## config.mk

```make
export PLATFORM = sky130hd
export DESIGN_NAME = flash_lock_ctrl
export DESIGN_NICKNAME = d
export VERILOG_FILES = /design/src/rtl/flash_lock_pkg.sv /design/src/rtl/flash_lock_cmd.sv /design/src/rtl/flash_lock_bank.sv /design/src/rtl/flash_lock_sr.sv /design/src/rtl/flash_lock_ctrl.sv
export SDC_FILE = /design/constraint.sdc
export NUM_CORES = 1
export LEC_CHECK = 0
export BUFFER_PORTS_ARGS = -buffer_cell sky130_fd_sc_hd__buf_2
export CORE_ASPECT_RATIO = 1.4
export CORE_MARGIN = 10
export CORE_UTILIZATION = 46
export DETAILED_ROUTE_END_ITERATION = 12
export PLACE_DENSITY = 0.89
export SLEW_MARGIN = 15
export SYNTH_ARGS = -nofsm -noshare
export SYNTH_HDL_FRONTEND = slang
export SYNTH_SLANG_ARGS = --single-unit
```

## constraint.sdc

```tcl
create_clock -name clk -period 2.5 [get_ports clk]
set_clock_uncertainty 0.15 [all_clocks]
set_input_delay 0.25 -clock clk [delete_from_list [all_inputs] [get_ports clk]]
set_output_delay 0.25 -clock clk [all_outputs]
set_load 0.02 [all_outputs]
```

## src/rtl/flash_lock_pkg.sv

```systemverilog
package flash_lock_pkg;
  localparam int DATA_W = 16;

  localparam logic [DATA_W-1:0] CMD_SETUP   = 16'h0060;
  localparam logic [DATA_W-1:0] CMD_LOCK    = 16'h0001;
  localparam logic [DATA_W-1:0] CMD_UNLOCK  = 16'h00D0;
  localparam logic [DATA_W-1:0] CMD_LDOWN   = 16'h002F;
  localparam logic [DATA_W-1:0] CMD_CLR_SR  = 16'h0050;
  localparam logic [DATA_W-1:0] CMD_ID_MODE = 16'h0090;
  localparam logic [DATA_W-1:0] CMD_ARRAY   = 16'h00FF;
  localparam logic [DATA_W-1:0] CMD_SUSPEND = 16'h00B0;
  localparam logic [DATA_W-1:0] CMD_RESUME  = 16'h00D0;

  typedef enum logic [1:0] {
    OP_NONE   = 2'd0,
    OP_LOCK   = 2'd1,
    OP_UNLOCK = 2'd2,
    OP_LDOWN  = 2'd3
  } prot_op_e;
endpackage

```

## src/rtl/flash_lock_cmd.sv

```systemverilog
module flash_lock_cmd
  import flash_lock_pkg::*;
#(
  parameter int BLK_W = 3
) (
  input  logic              clk,
  input  logic              rst_n,
  input  logic              wr_en,
  input  logic [BLK_W-1:0]  wr_blk,
  input  logic [DATA_W-1:0] wr_data,
  input  logic              erase_busy,
  input  logic              prog_busy,
  output logic              op_valid,
  output prot_op_e          op_kind,
  output logic [BLK_W-1:0]  op_blk,
  output logic              seq_err,
  output logic              sr_clr,
  output logic              setup_pend,
  output logic              id_mode,
  output logic              susp_erase,
  output logic              susp_prog
);
  logic setup_q;
  logic id_q;
  logic se_q;
  logic sp_q;

  assign op_blk     = wr_blk;
  assign setup_pend = setup_q;
  assign id_mode    = id_q;
  assign susp_erase = se_q;
  assign susp_prog  = sp_q;

  // second-cycle decode, combinational on the completing write
  always_comb begin
    op_valid = 1'b0;
    op_kind  = OP_NONE;
    seq_err  = 1'b0;
    sr_clr   = 1'b0;
    if (wr_en && setup_q) begin
      unique case (wr_data)
        CMD_LOCK:   begin op_valid = 1'b1; op_kind = OP_LOCK;   end
        CMD_UNLOCK: begin op_valid = 1'b1; op_kind = OP_UNLOCK; end
        CMD_LDOWN:  begin op_valid = 1'b1; op_kind = OP_LDOWN;  end
        default:    seq_err = 1'b1;
      endcase
    end else if (wr_en && wr_data == CMD_CLR_SR) begin
      sr_clr = 1'b1;
    end
  end

  always_ff @(posedge clk or negedge rst_n) begin
    if (!rst_n) begin
      setup_q <= 1'b0;
      id_q    <= 1'b0;
      se_q    <= 1'b0;
      sp_q    <= 1'b0;
    end else if (wr_en) begin
      if (setup_q) begin
        setup_q <= 1'b0;
      end else begin
        unique case (wr_data)
          CMD_SETUP:   setup_q <= !sp_q;
          CMD_ID_MODE: id_q    <= 1'b1;
          CMD_ARRAY:   id_q    <= 1'b0;
          CMD_SUSPEND: begin
            if (!se_q && !sp_q) begin
              if (erase_busy)     se_q <= 1'b1;
              else if (prog_busy) sp_q <= 1'b1;
            end
          end
          CMD_RESUME: begin
            se_q <= 1'b0;
            sp_q <= 1'b0;
          end
          default: ;
        endcase
      end
    end
  end
endmodule

```

## src/rtl/flash_lock_bank.sv

```systemverilog
module flash_lock_bank
  import flash_lock_pkg::*;
#(
  parameter int NUM_BLK = 8,
  parameter int BLK_W   = 3
) (
  input  logic               clk,
  input  logic               rst_n,
  input  logic               wprot_n,
  input  logic               op_valid,
  input  prot_op_e           op_kind,
  input  logic [BLK_W-1:0]   op_blk,
  output logic [NUM_BLK-1:0] lk,
  output logic [NUM_BLK-1:0] ld
);
  logic wp_q;
  logic wp_fall;

  always_ff @(posedge clk or negedge rst_n) begin
    if (!rst_n) wp_q <= 1'b0;
    else        wp_q <= wprot_n;
  end

  assign wp_fall = wp_q && !wprot_n;

  for (genvar i = 0; i < NUM_BLK; i++) begin : g_blk
    logic lk_r;
    logic ld_r;
    logic hit;
    logic frozen;

    assign hit    = op_valid && (op_blk == BLK_W'(i));
    assign frozen = ld_r && !wprot_n;
    assign lk[i]  = lk_r;
    assign ld[i]  = ld_r;

    always_ff @(posedge clk or negedge rst_n) begin
      if (!rst_n) begin
        lk_r <= 1'b1;
        ld_r <= 1'b0;
      end else if (wp_fall && ld_r) begin
        lk_r <= 1'b1;
      end else if (hit && !frozen) begin
        unique case (op_kind)
          OP_LOCK:   lk_r <= 1'b1;
          OP_UNLOCK: lk_r <= 1'b0;
          OP_LDOWN: begin
            lk_r <= 1'b1;
            ld_r <= 1'b1;
          end
          default: ;
        endcase
      end
    end
  end
endmodule

```

## src/rtl/flash_lock_sr.sv

```systemverilog
module flash_lock_sr (
  input  logic       clk,
  input  logic       rst_n,
  input  logic       seq_err,
  input  logic       prot_err,
  input  logic       sr_clr,
  input  logic       susp_erase,
  input  logic       susp_prog,
  output logic [7:0] sr
);
  logic err_cmd;
  logic err_lock;

  always_ff @(posedge clk or negedge rst_n) begin
    if (!rst_n) begin
      err_cmd  <= 1'b0;
      err_lock <= 1'b0;
    end else begin
      if (sr_clr) begin
        err_cmd  <= 1'b0;
        err_lock <= 1'b0;
      end
      if (seq_err)  err_cmd  <= 1'b1;
      if (prot_err) err_lock <= 1'b1;
    end
  end

  assign sr = {1'b0, susp_erase, err_cmd, err_cmd, 1'b0, susp_prog, err_lock, 1'b0};
endmodule

```

## src/rtl/flash_lock_ctrl.sv

```systemverilog
module flash_lock_ctrl
  import flash_lock_pkg::*;
#(
  parameter int NUM_BLK = 8,
  parameter int OFS_W   = 12,
  parameter int BLK_W   = (NUM_BLK > 1) ? $clog2(NUM_BLK) : 1,
  parameter int ADDR_W  = OFS_W + BLK_W
) (
  input  logic              clk,
  input  logic              rst_n,
  input  logic              wr_en,
  input  logic [ADDR_W-1:0] wr_addr,
  input  logic [15:0]       wr_data,
  input  logic              rd_en,
  input  logic [ADDR_W-1:0] rd_addr,
  output logic              rd_valid,
  output logic [15:0]       rd_data,
  input  logic              wprot_n,
  input  logic              erase_busy,
  input  logic              prog_busy,
  input  logic              pe_try,
  input  logic [BLK_W-1:0]  pe_blk,
  output logic              pe_ok,
  output logic [7:0]        sr
);
  localparam logic [OFS_W-1:0] STAT_OFS = OFS_W'(2);

  logic               op_valid;
  prot_op_e           op_kind;
  logic [BLK_W-1:0]   op_blk;
  logic               seq_err;
  logic               sr_clr;
  logic               setup_pend;
  logic               id_mode;
  logic               susp_erase;
  logic               susp_prog;
  logic [NUM_BLK-1:0] lk_vec;
  logic [NUM_BLK-1:0] ld_vec;
  logic               unused_wr_ofs;
  logic [BLK_W-1:0]   rd_blk;
  logic               rd_blk_ok;
  logic               pe_blk_ok;

  assign unused_wr_ofs = ^wr_addr[OFS_W-1:0];

  flash_lock_cmd #(.BLK_W(BLK_W)) u_cmd (
    .clk        (clk),
    .rst_n      (rst_n),
    .wr_en      (wr_en),
    .wr_blk     (wr_addr[OFS_W +: BLK_W]),
    .wr_data    (wr_data),
    .erase_busy (erase_busy),
    .prog_busy  (prog_busy),
    .op_valid   (op_valid),
    .op_kind    (op_kind),
    .op_blk     (op_blk),
    .seq_err    (seq_err),
    .sr_clr     (sr_clr),
    .setup_pend (setup_pend),
    .id_mode    (id_mode),
    .susp_erase (susp_erase),
    .susp_prog  (susp_prog)
  );

  flash_lock_bank #(.NUM_BLK(NUM_BLK), .BLK_W(BLK_W)) u_bank (
    .clk      (clk),
    .rst_n    (rst_n),
    .wprot_n  (wprot_n),
    .op_valid (op_valid),
    .op_kind  (op_kind),
    .op_blk   (op_blk),
    .lk       (lk_vec),
    .ld       (ld_vec)
  );

  assign pe_blk_ok = int'(pe_blk) < NUM_BLK;
  assign pe_ok     = pe_blk_ok && !lk_vec[pe_blk];

  flash_lock_sr u_sr (
    .clk        (clk),
    .rst_n      (rst_n),
    .seq_err    (seq_err),
    .prot_err   (pe_try && !pe_ok),
    .sr_clr     (sr_clr),
    .susp_erase (susp_erase),
    .susp_prog  (susp_prog),
    .sr         (sr)
  );

  assign rd_blk    = rd_addr[OFS_W +: BLK_W];
  assign rd_blk_ok = int'(rd_blk) < NUM_BLK;

  always_ff @(posedge clk or negedge rst_n) begin
    if (!rst_n) begin
      rd_valid <= 1'b0;
      rd_data  <= '0;
    end else begin
      rd_valid <= rd_en;
      if (rd_en) begin
        if (id_mode && rd_blk_ok && rd_addr[OFS_W-1:0] == STAT_OFS)
          rd_data <= {14'd0, ld_vec[rd_blk], lk_vec[rd_blk]};
        else
          rd_data <= '0;
      end
    end
  end
endmodule

```

==> summary.md, run 1 <==
| Metric | Value |
|---|---|
| Status | `completed` |
| Crit share post-route | `0.830` |
| Setup TNS | `0 ns` |
| Antenna Violating Nets Remaining | `0` |
| GRT overflow | `0` |
| Yosys cell types | `45` |
| Share of the synthesized area in the top cell type | `0.259` |
| CTS tree | `built` |
| Crit Path Category | `primary input to register` |
| Worst hold path depth | `1` |
| Power density of the placed cells | `407 nW/um^2` |
| Area contributors post-synth | `dfrtp_1 (26%), dfstp_2 (12%), buf_4 (9.5%)` |
| R2r startpoint | `u_cmd.setup_pend$_DFFE_PN0P_` |
| Placed cell area | `1970 um^2` |
| Crit-path max FO | `6` |
| Crit end category | `register` |
| Final worst slack | `0.424 ns` |
| Iter 0 DRT Violations | `70` |
| Register area share after synthesis | `0.380` |
| Die area | `6680 um^2` |
| Clk buf depth | `2` |
| Core area | `3640 um^2` |
| Setup crit start kind | `primary input` |
| Nets | `281` |
| Layout area overhead | `17.3%` |
| Syn Area/Cell | `10.2 um^2` |
| Post-place setup slack | `0.154 ns` |
| Layout cells sized above 1 | `0.359` |
| DR vias/cell | `5.94` |
| Post-layout util | `0.560` |
| Starting density of the core | `0.477` |
| Most frequent cells in the layout | `buf_2 (53), dfrtp_1 (18), conb_1 (17)` |
| I/O pins | `83` |
| Hold path start | `wprot_n` |
| Initial antenna violation count | `0` |
| Post-synthesis instance total | `170` |
| WHS Endpoint | `u_bank.wp_q$_DFF_PN0_` |
| RSZ-0062 raised after global routing | `false` |
| DP HPWL | `3850 um` |
| R2R setup slack | `0.57 ns` |
| First-pass GRT wire length | `7670 um` |
| Vias | `1,573` |
| Worst EP arrival | `2.13 ns` |
| Fin. Hold Viols | `0` |
| Leakage | `0.891 nW` |
| Most common cell after layout, fill and taps aside | `buf_2` |
| Placed insts | `259` |
| PortBufs | `53` |
| PostCTS Resize Cnt | `0` |
| Core Rows | `26` |
| Syn Std Cell Area | `1740 um^2` |
| H-tree levels | `1` |
| Number of global-route vias before repair | `1,697` |
| Skew-Pair Late Insertion Delay | `0.28 ns` |
| Pin count of the biggest net entering global routing | `27` |
| CTS Buf Count | `3` |
| Die span in x | `72.0 um` |
| Cell area after layout | `2040 um^2` |
| Diodes inserted | `0` |
| Min Clock Period, post-route | `2.08 ns` |
| Slew Limit Fails | `0` |
| VDD IR-drop max | `0.325 mV` |
| Transition time of the tightest slew-check pin | `0.646 ns` |
| Synth warn | `0` |
| Worst-path clk slew | `0.09 ns` |
| Setup violators final | `0` |
| Synth async-reset ratio | `1.00` |
| CTS sink cnt | `26` |
| Max Fclk | `0.482 GHz` |
| Top FF cell, synth | `dfrtp_1` |
| Non-Filler Instances | `265` |
| Worst Hold Class | `primary input to register` |
| Synth Register Bits | `26` |
| Wire per inst | `17.8 um` |
| Worst R2R End | `u_bank.g_blk[4].lk_r$_DFFE_PN1P_` |
| Drt first pass iters | `4` |
| Cells on worst reg2reg path | `4` |
| Post-synth EDFFs | `0` |
| GPL Wtd Cong | `0.882` |
| Die Ht | `92.8 um` |
| DRC Markers | `0` |
| Area leader, netlist | `dfrtp_1` |
| Crit path required time | `2.55 ns` |
| Final wirelength | `4720 um` |
| CTS root buffer | `clkbuf_8` |
| Max-Cap Viols | `0` |
| Slew headroom | `0.569` |
| Total GRT Usage | `0.137` |
[registers in the layout (all words and copies together), names as in the netlist]
name,cells
u_sr.err_lock,1
u_bank.g_blk.lk_r,8
u_cmd.susp_prog,1
u_cmd.id_mode,1
rd_data,2
u_bank.g_blk.ld_r,8
u_sr.err_cmd,1
u_cmd.susp_erase,1
rd_valid,1
u_cmd.setup_pend,1
u_bank.wp_q,1
[worst max path at each step]
stage                     from                          endpoint  slack (ns)  cells past startpoint
floorplan           wr_data[9]  u_bank.g_blk[3].lk_r$_DFFE_PN1P_        0.34                      5
global placement    wr_data[9]  u_bank.g_blk[7].lk_r$_DFFE_PN1P_        0.19                      5
detailed placement  wr_data[9]  u_bank.g_blk[3].lk_r$_DFFE_PN1P_        0.15                      5
CTS                 wr_data[9]  u_bank.g_blk[7].lk_r$_DFFE_PN1P_        0.44                      5
global route        wr_data[9]  u_bank.g_blk[7].lk_r$_DFFE_PN1P_        0.39                      5
finish              wr_data[9]  u_bank.g_blk[7].lk_r$_DFFE_PN1P_        0.42                      5
[per-stage QoR]
step / power [mW] / hold slack (ns)
finish: 0.831 / 0.0534
global route: 0.862 / 0.0392
CTS: 0.832 / 0.0437
detailed placement: 0.557 / 0.130
global placement: 0.554 / 0.133
floorplan: 0.513 / -0.196
[critical path, stage by stage]
cell and delay (ns):
buf_2 0.10, or4_4 0.56, or2_0 0.36, or4_1 0.55, a221o_1 0.30
[cell families (layout without fill, tap and decap cells)]
group | Yosys count | in the layout | share of synthesized area
AO/OA/AOI/OAI | 34 | 34 | 0.158
other | 1 | 17 | 0.00216
multiplexers | 9 | 9 | 0.0950
AND/OR/NAND/NOR | 68 | 68 | 0.248
buffers and inverters | 32 | 69 | 0.117
flip-flops | 26 | 26 | 0.380
[cell usage after synthesis, types with 3 or more instances]
cell,number
dfstp_2,8
dfrtp_1,18
mux4_2,6
mux2i_1,3
nor2_1,5
inv_1,6
a221o_1,5
nand2_1,6
or4_1,4
nand3_1,7
a21oi_1,3
nor4_1,7
buf_4,22
a31o_2,3
and4_1,3
o21ai_0,3
nor2b_1,8
o21bai_1,3
nor3_1,6
nor4b_1,5
nand4_1,3
[report_power, final]
part / switching [mW] / internal, mW / total [mW]
registers: 0.00146 / 0.424 / 0.426
logic: 0.0799 / 0.0471 / 0.127
clock network: 0.137 / 0.141 / 0.278
[area by class of cell]
| class | count | area (um^2) |
|---|---|---|
| clock buffer | 4 | 55.1 |
| fill | 349 | 1600 |
| inverter | 6 | 22.5 |
| multi-input combinational | 128 | 935 |
| sequential | 26 | 661 |
| tap | 42 | 52.6 |
| timing repair buffer | 59 | 315 |
[layer usage]
layer  part of all wire  up-vias  track usage  wire length, um
met2               0.54       67        0.243             2540
li1                   -      734            -                -
met5                  0        -            0                0
met1               0.37      759        0.143             1770
met3              0.056       13       0.0267              263
met4              0.032        0       0.0809              152
[timing repair]
action	in CTS	in global routing
hold buffers	2	0
buffers inserted	0	0
hold endpoints to repair	19	0
Note: power is estimated with default switching activity, not from simulation.
==> run 2, diff against run 1 <==
==> constraint.sdc (replaced) <==
create_clock -name clk -period 2.2 [get_ports clk]
set_clock_uncertainty 0.15 [all_clocks]
set_input_delay 0.22 -clock clk [delete_from_list [all_inputs] [get_ports clk]]
set_output_delay 0.22 -clock clk [all_outputs]
set_load 0.02 [all_outputs]
==> run 2 against run 1 <==
- power is 25% higher
- via count is 1.2% lower
- utilization is 1.3 points higher
- global-route usage is 0.84 points higher
- critical path depth stayed put
- sequential power is 14% higher
- sequential share of layout area is 0.72 points lower
- wire length is 1.8% higher
- combinational power is 17% higher
- critical path type unchanged
==> summary.md, run 2 (synthesis gave the netlist of run 1 again) <==
| Metric | Value |
|---|---|
| Vias | `1,554 (was 1,573)` |
| Crit end category | `register (unchanged)` |
| Worst hold path depth | `1 (unchanged)` |
| Min Clock Period, post-route | `1.99 ns` |
| CTS root buffer | `clkbuf_8 (unchanged)` |
| Fin. Hold Viols | `0 (unchanged)` |
| R2r startpoint | `u_cmd.setup_pend$_DFFE_PN0P_ (unchanged)` |
| PortBufs | `53 (unchanged)` |
| Drt first pass iters | `4 (unchanged)` |
| Setup crit start kind | `primary input (unchanged)` |
| Number of global-route vias before repair | `1,701 (was 1,697)` |
| Clk buf depth | `2 (unchanged)` |
| Diodes inserted | `0 (unchanged)` |
| Die Ht | `92.8 um (unchanged)` |
| Initial antenna violation count | `0 (unchanged)` |
| H-tree levels | `1 (unchanged)` |
| Antenna Violating Nets Remaining | `0 (unchanged)` |
| Leakage | `0.918 nW (was 0.891 nW)` |
| CTS tree | `built (unchanged)` |
| First-pass GRT wire length | `8000 um (was 7670 um)` |
| R2R setup slack | `0.27 ns (was 0.57 ns)` |
| Starting density of the core | `0.477 (unchanged)` |
| Sw Share | `0.245 (was 0.263)` |
| Status | `completed (unchanged)` |
| Post CTS Setup Buffer Count | `0 (unchanged)` |
| Crit Path Category | `primary input to register (unchanged)` |
| Setup violators final | `0 (unchanged)` |
| Die span in x | `72.0 um (unchanged)` |
| Max Fclk | `0.502 GHz` |
| Final wirelength | `4810 um (was 4720 um)` |
| Crit path required time | `2.26 ns (was 2.55 ns)` |
| Most common cell after layout, fill and taps aside | `buf_2 (unchanged)` |
| I/O pins | `83 (unchanged)` |
| Hold path start | `wprot_n (unchanged)` |
| Cells on worst reg2reg path | `4 (unchanged)` |
| Worst Hold Class | `primary input to register (unchanged)` |
| CTS Buf Count | `3 (unchanged)` |
| Non-Filler Instances | `269 (was 265)` |
| Slew Limit Fails | `0 (unchanged)` |
| Slew headroom | `0.586 (was 0.569)` |
| Most frequent cells in the layout | `buf_2 (53), dfrtp_1 (18), conb_1 (17) (unchanged)` |
| Core area | `3640 um^2 (unchanged)` |
| Power density of the placed cells | `496 nW/um^2 (was 407 nW/um^2)` |
| Max-Cap Viols | `0 (unchanged)` |
| DRC Markers | `0 (unchanged)` |
| WHS Endpoint | `u_bank.wp_q$_DFF_PN0_ (unchanged)` |
| Total GRT Usage | `0.145 (was 0.137)` |
| RSZ-0062 raised after global routing | `false (unchanged)` |
| Worst EP arrival | `2.05 ns (was 2.13 ns)` |
| Worst-path clk slew | `0.09 ns (about the same)` |
| Die area | `6680 um^2 (unchanged)` |
| Pin count of the biggest net entering global routing | `27 (unchanged)` |
| WL met1 | `1800 um (was 1770 um)` |
| Crit-path max FO | `6 (unchanged)` |
| Wire per inst | `17.9 um (was 17.8 um)` |
| Metal2 WL | `2690 um (was 2540 um)` |
| Worst R2R End | `u_bank.g_blk[4].lk_r$_DFFE_PN1P_ (unchanged)` |
| Crit share post-route | `0.905` |
| Iter 0 DRT Violations | `80 (was 70)` |
| P_int | `0.782 mW (was 0.612 mW)` |
| DP HPWL | `3910 um (was 3850 um)` |
| Setup TNS | `0 ns (unchanged)` |
| Nets | `285 (was 281)` |
| Core Rows | `26 (unchanged)` |
| Placed insts | `263 (was 259)` |
| Comb pwr share | `0.143 (was 0.153)` |
| Psw | `0.253 mW (was 0.219 mW)` |
| CTS sink cnt | `26 (unchanged)` |
| Clock power frac | `0.390 (was 0.335)` |
| Cell area after layout | `2090 um^2 (was 2040 um^2)` |
| Metal3 WL | `245 um (was 263 um)` |
| Uppermost layer routed | `met4 (unchanged)` |
| Transition time of the tightest slew-check pin | `0.620 ns (was 0.646 ns)` |
| VDD IR-drop max | `0.258 mV (was 0.325 mV)` |
| Skew-Pair Late Insertion Delay | `0.28 ns (about the same)` |
| Placed cell area | `2000 um^2 (was 1970 um^2)` |
| Seq pwr share | `0.467 (was 0.512)` |
| DR vias/cell | `5.78 (was 5.94)` |
| Biggest regs | `u_bank.g_blk.ld_r x8, u_bank.g_blk.lk_r x8, rd_data x2 (unchanged)` |
| GRT overflow | `0 (unchanged)` |
| Total power | `1.04 mW (was 0.831 mW)` |
| WHS | `0.0236 ns (was 0.0534 ns)` |
| Layout cells sized above 1 | `0.370 (was 0.359)` |
| GPL Wtd Cong | `0.881 (was 0.882)` |
| Layout area overhead | `20.0% (was 17.3%)` |
==> run 2: changes by cell type in the layout (fill, tap and decap cells not counted), sizes merged <==
cell and change:
buf +4, clkbuf -1, bufinv +1
==> run 2: cell type report <==
type / count / area, um^2
timing repair buffer: 63 / 345
fill: 343 / 1560
inverter: 6 / 22.5
clock buffer: 3 / 41.3
sequential: 26 / 661
tap: 42 / 52.6
clock inverter: 1 / 30.0
multi-input combinational: 128 / 935
==> run 2: worst max-delay path, stage by stage <==
cell and delay (ns):
buf_2 0.11, or4_4 0.54, or2_0 0.35, or4_1 0.54, a221o_1 0.30
==> run 2: stage by stage <==
step	utilization	worst slack (ns)
floorplan	-	0.0730
global placement	0.548	-0.0465
detailed placement	0.548	-0.0676
CTS	0.573	0.208
global route	0.573	0.165
finish	0.573	0.209
==> run 2: worst max path at each step <==
stage	slack (ns)	from	cells after the start	endpoint
CTS	0.21	wr_data[9]	5	u_bank.g_blk[7].lk_r$_DFFE_PN1P_
detailed placement	-0.07	wr_data[9]	5	u_bank.g_blk[7].lk_r$_DFFE_PN1P_
global route	0.17	u_cmd.setup_pend$_DFFE_PN0P_	4	u_bank.g_blk[4].lk_r$_DFFE_PN1P_
finish	0.21	wr_data[9]	5	u_bank.g_blk[7].lk_r$_DFFE_PN1P_
floorplan	0.07	wr_data[9]	5	u_bank.g_blk[3].lk_r$_DFFE_PN1P_
global placement	-0.05	wr_data[9]	5	u_bank.g_blk[7].lk_r$_DFFE_PN1P_
==> run 2: power groups by stage <==
| stage | Combinational [mW] | Sequential (mW) | Clock (mW) |
|---|---|---|---|
| after floorplan | 0.0896 | 0.494 | 0 |
| after global placement | 0.140 | 0.493 | 0 |
| after detailed placement | 0.144 | 0.492 | 0 |
| after CTS | 0.147 | 0.484 | 0.401 |
| after global routing | 0.161 | 0.484 | 0.431 |
| final | 0.148 | 0.484 | 0.404 |
==> run 2: what timing repair did <==
action / 4_1_cts / 5_1_grt
endpoints found under the hold margin: 19 / 0
resized for setup: 0 / 0
hold buffers: 2 / 0
==> run 2: metal layers <==
metal	track usage	up-vias
met5	0	-
met4	0.0680	0
met3	0.0246	10
met2	0.267	57
met1	0.154	744
li1	-	743
==> run 3, diff against run 2 <==
--- a/config.mk
+++ b/config.mk
@@ -6,10 +6,12 @@
 export NUM_CORES = 1
 export LEC_CHECK = 0
 export BUFFER_PORTS_ARGS = -buffer_cell sky130_fd_sc_hd__buf_2
+export CAP_MARGIN = 20
 export CORE_ASPECT_RATIO = 1.4
 export CORE_MARGIN = 10
 export CORE_UTILIZATION = 46
 export DETAILED_ROUTE_END_ITERATION = 12
+export GPL_TIMING_DRIVEN = 0
 export PLACE_DENSITY = 0.89
 export SLEW_MARGIN = 15
 export SYNTH_ARGS = -nofsm -noshare
==> run 3 against run 2 <==
- utilization is 2.9 points higher
- clock power decreased by 31%
- critical path depth rose by 1
==> summary.md, run 3 (synthesis gave the netlist of run 1 again) <==
| Metric | Value |
|---|---|
| Status | `completed (unchanged)` |
| Fin. Hold Viols | `0 (unchanged)` |
| Multi-input logic area | `946 um^2 (was 935 um^2)` |
| Crit Path Category | `primary input to register (unchanged)` |
| Crit-path max FO | `6 (unchanged)` |
| Starting density of the core | `0.477 (unchanged)` |
| Most common cell after layout, fill and taps aside | `buf_2 (unchanged)` |
| VDD IR-drop max | `0.290 mV (was 0.258 mV)` |
| Slew headroom | `0.429 (was 0.586)` |
| H-tree levels | `1 (unchanged)` |
| Total GRT Usage | `0.140 (was 0.145)` |
| Worst hold path depth | `1 (unchanged)` |
| Placed insts | `281 (was 263)` |
| P_int | `0.689 mW (was 0.782 mW)` |
| Setup crit start kind | `primary input (unchanged)` |
| Diodes inserted | `0 (unchanged)` |
| Worst R2R End | `u_bank.g_blk[4].lk_r$_DFFE_PN1P_ (unchanged)` |
| Clk buf depth | `2 (unchanged)` |
| Seq pwr share | `0.518 (was 0.467)` |
| Die span in x | `72.0 um (unchanged)` |
| Layout area overhead | `26.1% (was 20.0%)` |
| Nets | `303 (was 285)` |
| CTS root buffer | `clkbuf_8 (unchanged)` |
| Comb pwr share | `0.185 (was 0.143)` |
| Transition time of the tightest slew-check pin | `0.847 ns (was 0.620 ns)` |
| WHS | `0.0224 ns (was 0.0236 ns)` |
| First-pass GRT wire length | `7700 um (was 8000 um)` |
| Max Fclk | `0.482 GHz (was 0.502 GHz)` |
| CTS Buf Count | `3 (unchanged)` |
| Worst EP arrival | `2.12 ns (was 2.05 ns)` |
| Crit end category | `register (unchanged)` |
| Uppermost layer routed | `met4 (unchanged)` |
| Antenna Violating Nets Remaining | `0 (unchanged)` |
| Non-Filler Instances | `287 (was 269)` |
| Vias | `1,610 (was 1,554)` |
| Clock power frac | `0.297 (was 0.390)` |
| I/O pins | `83 (unchanged)` |
| Core Rows | `26 (unchanged)` |
| Core area | `3640 um^2 (unchanged)` |
| Most frequent cells in the layout | `buf_2 (53), buf_4 (22), dfrtp_1 (18) (was buf_2 (53), dfrtp_1 (18), conb_1 (17))` |
| Critical path's largest stage delay | `0.56 ns (was 0.54 ns)` |
| # fillers | `328 (was 343)` |
| CP cell instances | `buf_2 > or4_4 > or3_1 > clkbuf_1 > o41a_1 > a221o_1 (was buf_2 > or4_4 > or2_0 > or4_1 > a221o_1)` |
| Pin count of the biggest net entering global routing | `27 (unchanged)` |
| Wire per inst | `16.8 um (was 17.9 um)` |
| GRT overflow | `0 (unchanged)` |
| Initial antenna violation count | `0 (unchanged)` |
| Metal3 WL | `353 um (was 245 um)` |
| Slew Limit Fails | `0 (unchanged)` |
| PortBufs | `53 (unchanged)` |
| R2r startpoint | `u_cmd.setup_pend$_DFFE_PN0P_ (unchanged)` |
| Skew-Pair Late Insertion Delay | `0.27 ns (was 0.28 ns)` |
| Min Clock Period, post-route | `2.07 ns (was 1.99 ns)` |
| Final wirelength | `4820 um (was 4810 um)` |
| DR vias/cell | `5.61 (was 5.78)` |
| Power density of the placed cells | `426 nW/um^2 (was 496 nW/um^2)` |
| Cells on worst reg2reg path | `5 (was 4)` |
| Metal2 WL | `2730 um (was 2690 um)` |
| Setup violators final | `0 (unchanged)` |
| Psw | `0.245 mW (was 0.253 mW)` |
| DP HPWL | `3960 um (was 3910 um)` |
| Delay-heaviest family, CP | `simple AND/OR/NAND/NOR gates (unchanged)` |
| Worst Hold Class | `primary input to register (unchanged)` |
| WHS Endpoint | `u_bank.wp_q$_DFF_PN0_ (unchanged)` |
| Number of global-route vias before repair | `1,729 (was 1,701)` |
| Sw Share | `0.263 (was 0.245)` |
| Max-Cap Viols | `0 (unchanged)` |
| Die area | `6680 um^2 (unchanged)` |
| Crit share post-route | `0.943 (was 0.905)` |
| Biggest regs | `u_bank.g_blk.ld_r x8, u_bank.g_blk.lk_r x8, rd_data x2 (unchanged)` |
| Layout cells sized above 1 | `0.408 (was 0.370)` |
| DRC Markers | `0 (unchanged)` |
| Crit path buf inv count | `2 (was 1)` |
| Hold path start | `wprot_n (unchanged)` |
| Leakage | `0.992 nW (was 0.918 nW)` |
| CTS tree | `built (unchanged)` |
| WL met1 | `1630 um (was 1800 um)` |
| R2R setup slack | `0.19 ns (was 0.27 ns)` |
| Crit path required time | `2.24 ns (was 2.26 ns)` |
| Iter 0 DRT Violations | `81 (was 80)` |
| GPL Wtd Cong | `0.855 (was 0.881)` |
| Drt first pass iters | `4 (unchanged)` |
| Die Ht | `92.8 um (unchanged)` |
| CTS sink cnt | `26 (unchanged)` |
| Sequential Area | `661 um^2 (unchanged)` |
| Critical path's slowest cell | `or4_4 (unchanged)` |
| Worst-path clk slew | `0.08 ns (was 0.09 ns)` |
| CP Launch Point | `wr_data[9] (unchanged)` |
run 3: metal layers:
metal  vias to the layer above  track usage
met5                         -            0
met4                         0       0.0599
met3                        10       0.0353
met2                        59        0.281
met1                       768        0.123
li1                        773            -
run 3: layout make-up:
cell class	count	area share
clock buffers	4	0.0205
inverters	6	0.0103
repair buffers	55	0.130
multi-input cells	128	0.431
well taps	42	0.0240
flip-flops and latches	26	0.301
plain buffers	26	0.0827
run 3: what timing repair did:
item | 4_1_cts | 5_1_grt
hold buffers | 2 | 0
endpoints found under the hold margin | 19 | 0
endpoints found under the setup margin | 4 | 2
resized for setup | 1 | 1
buffers inserted | 0 | 0
run 3: worst max path at each step:
stage                                       endpoint  cells after the start
finish              u_bank.g_blk[4].lk_r$_DFFE_PN1P_                      6
global route        u_bank.g_blk[7].lk_r$_DFFE_PN1P_                      5
CTS                 u_bank.g_blk[7].lk_r$_DFFE_PN1P_                      5
detailed placement  u_bank.g_blk[3].lk_r$_DFFE_PN1P_                      5
global placement    u_bank.g_blk[7].lk_r$_DFFE_PN1P_                      5
floorplan           u_bank.g_blk[3].lk_r$_DFFE_PN1P_                      5
run 3: through the flow:
stage / setup slack (ns) / power [mW] / cell area, um^2 / util / TNS, ns
3_3_place_gp: -0.338 / 0.658 / 2120 / 0.581 / -1.89
6_report: 0.126 / 0.935 / 2190 / 0.602 / 0
3_5_place_dp: -0.360 / 0.660 / 2120 / 0.581 / -1.93
5_1_grt: -0.0279 / 0.966 / 2190 / 0.602 / -0.0328
2_1_floorplan: 0.0730 / 0.583 / 1800 / - / 0
4_1_cts: 0.133 / 0.933 / 2190 / 0.601 / 0
run 3: power groups by stage:
stage | Combinational [mW] | Sequential (mW) | Clock (mW)
global placement | 0.165 | 0.493 | 0
CTS | 0.171 | 0.484 | 0.278
detailed placement | 0.168 | 0.493 | 0
floorplan | 0.0896 | 0.494 | 0
finish | 0.173 | 0.484 | 0.278
global route | 0.188 | 0.484 | 0.293
